**src/rtl/xf_pkg.sv**
```systemverilog
package xf_pkg;
    typedef enum logic [1:0] {
        DQ_OFF  = 2'd0,
        DQ_SEND = 2'd1,
        DQ_RECV = 2'd2
    } dq_state_t;
endpackage

```
**src/rtl/xf_storage.sv**
```systemverilog
module xf_storage #(
    parameter int DEPTH = 8,
    parameter int W     = 8
) (
    input  logic         clk,
    input  logic         rst_n,
    input  logic         wr_en,
    input  logic [W-1:0] wr_data,
    input  logic         rd_en,
    output logic [W-1:0] head
);
    localparam int AW = (DEPTH > 1) ? $clog2(DEPTH) : 1;

    logic [W-1:0]  mem [DEPTH];
    logic [AW-1:0] wr_ptr, rd_ptr;

    function automatic logic [AW-1:0] bump(input logic [AW-1:0] p);
        return (p == AW'(DEPTH - 1)) ? '0 : p + AW'(1);
    endfunction

    always_ff @(posedge clk) begin
        if (!rst_n) begin
            wr_ptr <= '0;
            rd_ptr <= '0;
        end else begin
            if (wr_en) wr_ptr <= bump(wr_ptr);
            if (rd_en) rd_ptr <= bump(rd_ptr);
        end
    end

    always_ff @(posedge clk) begin
        if (wr_en) mem[wr_ptr] <= wr_data;
    end

    assign head = mem[rd_ptr];
endmodule

```
**src/rtl/xf_occupancy.sv**
```systemverilog
module xf_occupancy #(
    parameter int DEPTH = 8
) (
    input  logic clk,
    input  logic rst_n,
    input  logic inc,
    input  logic dec,
    output logic full_q,
    output logic empty_q,
    output logic next_full,
    output logic next_empty
);
    localparam int CW = $clog2(DEPTH + 1);

    logic [CW-1:0] cnt_q, cnt_d;

    always_comb begin
        cnt_d = cnt_q;
        unique case ({inc, dec})
            2'b10:   cnt_d = cnt_q + CW'(1);
            2'b01:   cnt_d = cnt_q - CW'(1);
            default: cnt_d = cnt_q;
        endcase
    end

    assign next_full  = (cnt_d == CW'(DEPTH));
    assign next_empty = (cnt_d == '0);

    always_ff @(posedge clk) begin
        if (!rst_n) begin
            cnt_q   <= '0;
            full_q  <= 1'b0;
            empty_q <= 1'b1;
        end else begin
            cnt_q   <= cnt_d;
            full_q  <= next_full;
            empty_q <= next_empty;
        end
    end
endmodule

```
**src/rtl/xf_dreq_ctrl.sv**
```systemverilog
module xf_dreq_ctrl
    import xf_pkg::*;
(
    input  logic clk,
    input  logic rst_n,
    input  logic xfer_start,
    input  logic dma_mode,
    input  logic dir_in,
    input  logic tc_nonzero,
    input  logic full_now,
    input  logic bus_push_acc,
    input  logic dma_rd_acc,
    input  logic next_full,
    input  logic next_empty,
    output logic dreq
);
    dq_state_t state_q, state_d;

    always_comb begin
        state_d = state_q;
        if (xfer_start) begin
            if (dma_mode && !dir_in && tc_nonzero && !full_now)
                state_d = DQ_SEND;
            else
                state_d = DQ_OFF;
        end else begin
            unique case (state_q)
                DQ_OFF:  if (dma_mode && dir_in && bus_push_acc) state_d = DQ_RECV;
                DQ_SEND: if (next_full) state_d = DQ_OFF;
                DQ_RECV: if (dma_rd_acc && next_empty) state_d = DQ_OFF;
                default: state_d = DQ_OFF;
            endcase
        end
    end

    always_ff @(posedge clk) begin
        if (!rst_n) state_q <= DQ_OFF;
        else        state_q <= state_d;
    end

    always_comb begin
        unique case (state_q)
            DQ_SEND, DQ_RECV: dreq = 1'b1;
            default:          dreq = 1'b0;
        endcase
    end
endmodule

```
**src/rtl/dma_xfer_fifo.sv**
```systemverilog
module dma_xfer_fifo #(
    parameter int DEPTH = 8,
    parameter int W     = 8
) (
    input  logic         clk,
    input  logic         rst_n,
    input  logic         xfer_start,
    input  logic         dma_mode,
    input  logic         dir_in,
    input  logic         tc_nonzero,
    input  logic         bus_push,
    input  logic [W-1:0] bus_wdata,
    input  logic         bus_pop,
    output logic [W-1:0] bus_rdata,
    input  logic         host_dma_wr,
    input  logic [W-1:0] host_wdata,
    input  logic         host_dma_rd,
    input  logic         host_pio_rd,
    output logic [W-1:0] host_rdata,
    output logic         dreq,
    output logic         fifo_full,
    output logic         fifo_empty
);
    logic         push_req, pop_req, push_acc, pop_acc;
    logic         host_pop_acc, dma_rd_acc, bus_push_acc;
    logic         next_full, next_empty;
    logic [W-1:0] push_data, head;
    logic [W-1:0] rdata_q;

    assign push_req  = dir_in ? bus_push : host_dma_wr;
    assign push_data = dir_in ? bus_wdata : host_wdata;
    assign pop_req   = dir_in ? (host_dma_rd | host_pio_rd) : bus_pop;
    assign push_acc  = push_req & ~fifo_full;
    assign pop_acc   = pop_req & ~fifo_empty;

    assign host_pop_acc = dir_in & pop_acc;
    assign dma_rd_acc   = host_pop_acc & host_dma_rd;
    assign bus_push_acc = dir_in & push_acc;

    xf_storage #(.DEPTH(DEPTH), .W(W)) u_store (
        .clk     (clk),
        .rst_n   (rst_n),
        .wr_en   (push_acc),
        .wr_data (push_data),
        .rd_en   (pop_acc),
        .head    (head)
    );

    xf_occupancy #(.DEPTH(DEPTH)) u_occ (
        .clk        (clk),
        .rst_n      (rst_n),
        .inc        (push_acc),
        .dec        (pop_acc),
        .full_q     (fifo_full),
        .empty_q    (fifo_empty),
        .next_full  (next_full),
        .next_empty (next_empty)
    );

    xf_dreq_ctrl u_dreq (
        .clk          (clk),
        .rst_n        (rst_n),
        .xfer_start   (xfer_start),
        .dma_mode     (dma_mode),
        .dir_in       (dir_in),
        .tc_nonzero   (tc_nonzero),
        .full_now     (fifo_full),
        .bus_push_acc (bus_push_acc),
        .dma_rd_acc   (dma_rd_acc),
        .next_full    (next_full),
        .next_empty   (next_empty),
        .dreq         (dreq)
    );

    always_ff @(posedge clk) begin
        if (!rst_n)            rdata_q <= '0;
        else if (host_pop_acc) rdata_q <= head;
    end

    assign host_rdata = rdata_q;
    assign bus_rdata  = head;
endmodule

```
**config.mk**
```make
export PLATFORM = sky130hd
export DESIGN_NAME = dma_xfer_fifo
export DESIGN_NICKNAME = d
export VERILOG_FILES = /design/src/rtl/xf_pkg.sv /design/src/rtl/xf_storage.sv /design/src/rtl/xf_occupancy.sv /design/src/rtl/xf_dreq_ctrl.sv /design/src/rtl/dma_xfer_fifo.sv
export SDC_FILE = /design/constraint.sdc
export NUM_CORES = 1
export LEC_CHECK = 0
export ABC_AREA = 1
export BUFFER_PORTS_ARGS = -buffer_cell sky130_fd_sc_hd__buf_4
export CORE_UTILIZATION = 45
export DETAILED_ROUTE_END_ITERATION = 6
export SLEW_MARGIN = 10
export SYNTH_ARGS = -nofsm -noshare
export SYNTH_HDL_FRONTEND = slang
export SYNTH_SLANG_ARGS = --single-unit
```
**constraint.sdc**
```tcl
create_clock -name clk -period 3.75 [get_ports clk]
set_input_delay 0.75 -clock clk [delete_from_list [all_inputs] [get_ports clk]]
set_output_delay 0.75 -clock clk [all_outputs]
set_load 0.005 [all_outputs]
```
==> results_dict.tcl <==
set metrics [dict create \
    syn_nets 410 \
    cts_tree "yes" \
    final_nets 465 \
    start_util_pct 46.7 \
    r2r-start "u_occ.full_q$_SDFF_PN0_" \
    slew_viol_final 0 \
    cp-startpoint "dir_in" \
    min_path_type "reg2reg" \
    fp.dieH_um 94.5 \
    min_from "u_store.rd_ptr[1]$_SDFFE_PN0N_" \
    end_kind "register" \
    rsz0062_at_grt "false" \
    postSynthAreaPerCell_um2 10.3 \
    max_freq_mhz 350 \
    finalSetupTns_ns 0 \
    status "finished, final reports clean" \
    dpl.hpwl_mm 5.81 \
    power_mw 2.99 \
    clk_latency_ns 0.35 \
    die_x_um 94.5 \
    synth_edf_count 64 \
    max-clock-path-buffers 2 \
    timing.max_cap.violations 0 \
    ys_ff_latch 89 \
    yosys_warnings 0 \
    vias 2848 \
    max_slew_margin_pct 67.0 \
    io_buffers 45 \
    met3_length_um 530 \
    setup_viol 0 \
    cts_resized 0 \
    first_global_vias 2542 \
    ir_worst_vdd_mv 0.267 \
    finalClockSkew_ns 0.00799 \
    grt_pass1_wl_mm 13.4 \
    syn_to_final_growth_pct 19.0 \
    routed_wl_mm 8.73 \
    dieArea_um2 8940 \
    wl_per_cell_um 16.2 \
    ant_nets 0 \
    dr_wl_met2_mm 4.10 \
    critPathMaxFanout 13 \
    yosys.area.top_type "edfxtp_1" \
    highest_layer "met4" \
    hold_buffers 0 \
    ctsHtreeMaxLevel 3 \
    worstPathArrival_ns 3.11 \
    drt_iter0_drc 117 \
    drive_gt1_share_pct 20.3 \
    antennaDiodeCount 0 \
    hold_viol_final 0 \
    grt_start_max_net_pins 34 \
    clock_sinks 89 \
    core_region_area_um2 8260 \
    post_cts_buffers 0 \
    syn_area_um2 3850 \
    antenna_found_initial 0 \
    timing.final.crit_share_pct 76.3 \
    cts-root-buf "clkbuf_8" \
    cp-start-kind "input pin" \
    worst_pin_slew_ns 0.494 \
    cts_buffers 9 \
    drt-met1-wl_mm 4.02 \
    path_class "in2reg" \
    yosysSeqAreaShare_pct 62.9 \
    cellPowerDensity_nw_per_um2 652 \
    clkTransAtPathRegs_ns 0.09 \
    gp_congestion 0.875 \
    synth_cell_types 31 \
    post-route-drc-count 0 \
    synth_top_area_share_pct 49.9 \
    gr-total-overflow 0 \
    ys.flop_type "edfxtp_1" \
    leakagePower_nw 1.86 \
    first_pass_iters 4 \
    avgViaCountPerCell 5.29 \
    syn_inst 373 \
    cp_data_required_time_ns 4.00 \
    grt.total_usage_pct 20.8 \
    synthTopCellsByArea "edfxtp_1 (50%), dfxtp_1 (13%), nand2_1 (7.6%)" \
    period_needed_ns 2.86 \
    synth-async-reset-ratio_pct 0 \
    rows 33 \
    io_pins 46 \
]
==> worst paths after layout <==
kind                                                        to  slack [ns]  cells after the start
worst max-delay path            u_dreq.state_q[0]$_SDFFE_PN0P_        0.89                     17
worst min-delay path                                  register        0.49                      2
worst min register to register                        register        0.49                      2
worst max register to register  u_dreq.state_q[0]$_SDFFE_PN0P_        1.31                     14
==> layout by cell type (no fill, tap or decap) <==
master	count
buf_4	58
xnor2_1	1
o32ai_1	16
o211a_1	1
nand2_1	78
or2_2	1
a31oi_1	9
inv_6	2
o21ai_0	28
nor2_1	71
xor2_1	1
inv_1	23
inv_2	2
bufinv_16	2
nand3_1	6
nor3_4	1
nand3_2	2
nand3_4	1
edfxtp_1	64
a21oi_1	6
nand2_2	3
mux2i_1	1
o21ai_1	2
nor3_2	1
a21oi_4	1
dfxtp_1	25
ha_1	10
clkinv_4	2
clkinvlp_4	1
and3_1	1
nor2_4	2
clkbuf_8	9
nand3b_1	1
nand4_1	1
==> cell usage after synthesis, types with 2 or more instances <==
cell / n
nor2_4: 2
o32ai_1: 16
o21ai_0: 28
inv_2: 2
nand3_1: 6
inv_1: 23
buf_2: 4
nand3_2: 2
clkbuf_1: 9
nand2_2: 3
ha_1: 10
nand2_1: 78
dfxtp_1: 25
o21ai_1: 2
edfxtp_1: 64
a21oi_1: 6
nor2_1: 71
a31oi_1: 9
==> cells by family (layout without fill, tap and decap cells) <==
family | Yosys count | count (layout) | synth area share, %
adder cells (fa/ha/maj) | 10 | 10 | 3.25
flip-flops | 89 | 89 | 62.9
AND/OR/NAND/NOR | 169 | 169 | 18.7
multiplexers | 1 | 1 | 0.260
AO/OA/AOI/OAI | 63 | 63 | 10.5
XOR/XNOR | 2 | 2 | 0.455
buffers and inverters | 39 | 99 | 4.03
==> layer usage <==
metal	vias to the layer above	global-route usage [%]
li1	1395	-
met1	1355	29.5
met2	90	32.5
met3	8	3.38
met4	0	6.82
met5	-	0
==> state kept, by name (all words and copies together), names as in the netlist, named ones only <==
| name | flops |
|---|---|
| u_store.mem | 64 |
| host_rdata | 8 |
| u_occ.cnt_q | 4 |
| u_store.rd_ptr | 3 |
| u_store.wr_ptr | 3 |
| u_dreq.state_q | 2 |
| u_occ.empty_q | 1 |
| u_occ.full_q | 1 |
==> per-stage QoR <==
step / instance area (µm²) / util (%) / hold slack, ns / worst slack [ns] / instances
after floorplan: 3850 / - / 0.462 / 0.826 / 373
after global placement: 4360 / 52.8 / 0.481 / 0.630 / 522
after detailed placement: 4360 / 52.8 / 0.487 / 0.510 / 522
after CTS: 4590 / 55.5 / 0.501 / 0.887 / 538
after global routing: 4590 / 55.5 / 0.532 / 0.674 / 538
final: 4590 / 55.5 / 0.492 / 0.890 / 538
==> worst max-delay path: stages <==
cell and delay [ns]:
buf_4 0.17, inv_1 0.13, nand2_1 0.06, nand2_1 0.07, nand2_1 0.16, ha_1 0.30
nor2_1 0.20, nor2_4 0.07, ha_1 0.26, mux2i_1 0.18, nand2_1 0.12, nor2_4 0.18
nand3_4 0.10, a21oi_4 0.16, nand3_1 0.09, nand2_1 0.07, nor2_1 0.04
==> power breakdown <==
| part | leakage [nW] | switching, mW | internal (mW) |
|---|---|---|---|
| Combinational | 0.965 | 0.582 | 0.399 |
| Sequential | 0.789 | 0.0788 | 1.19 |
| Clock | 0.110 | 0.355 | 0.382 |
==> area by class of cell <==
class	instances	area, µm²
clock inverter	7	103
multi-input combinational	245	1280
tap	105	131
clock buffer	9	124
fill	754	3670
timing repair buffer	58	435
inverter	25	93.8
sequential	89	2420
Note: power is estimated with default switching activity, not from simulation.
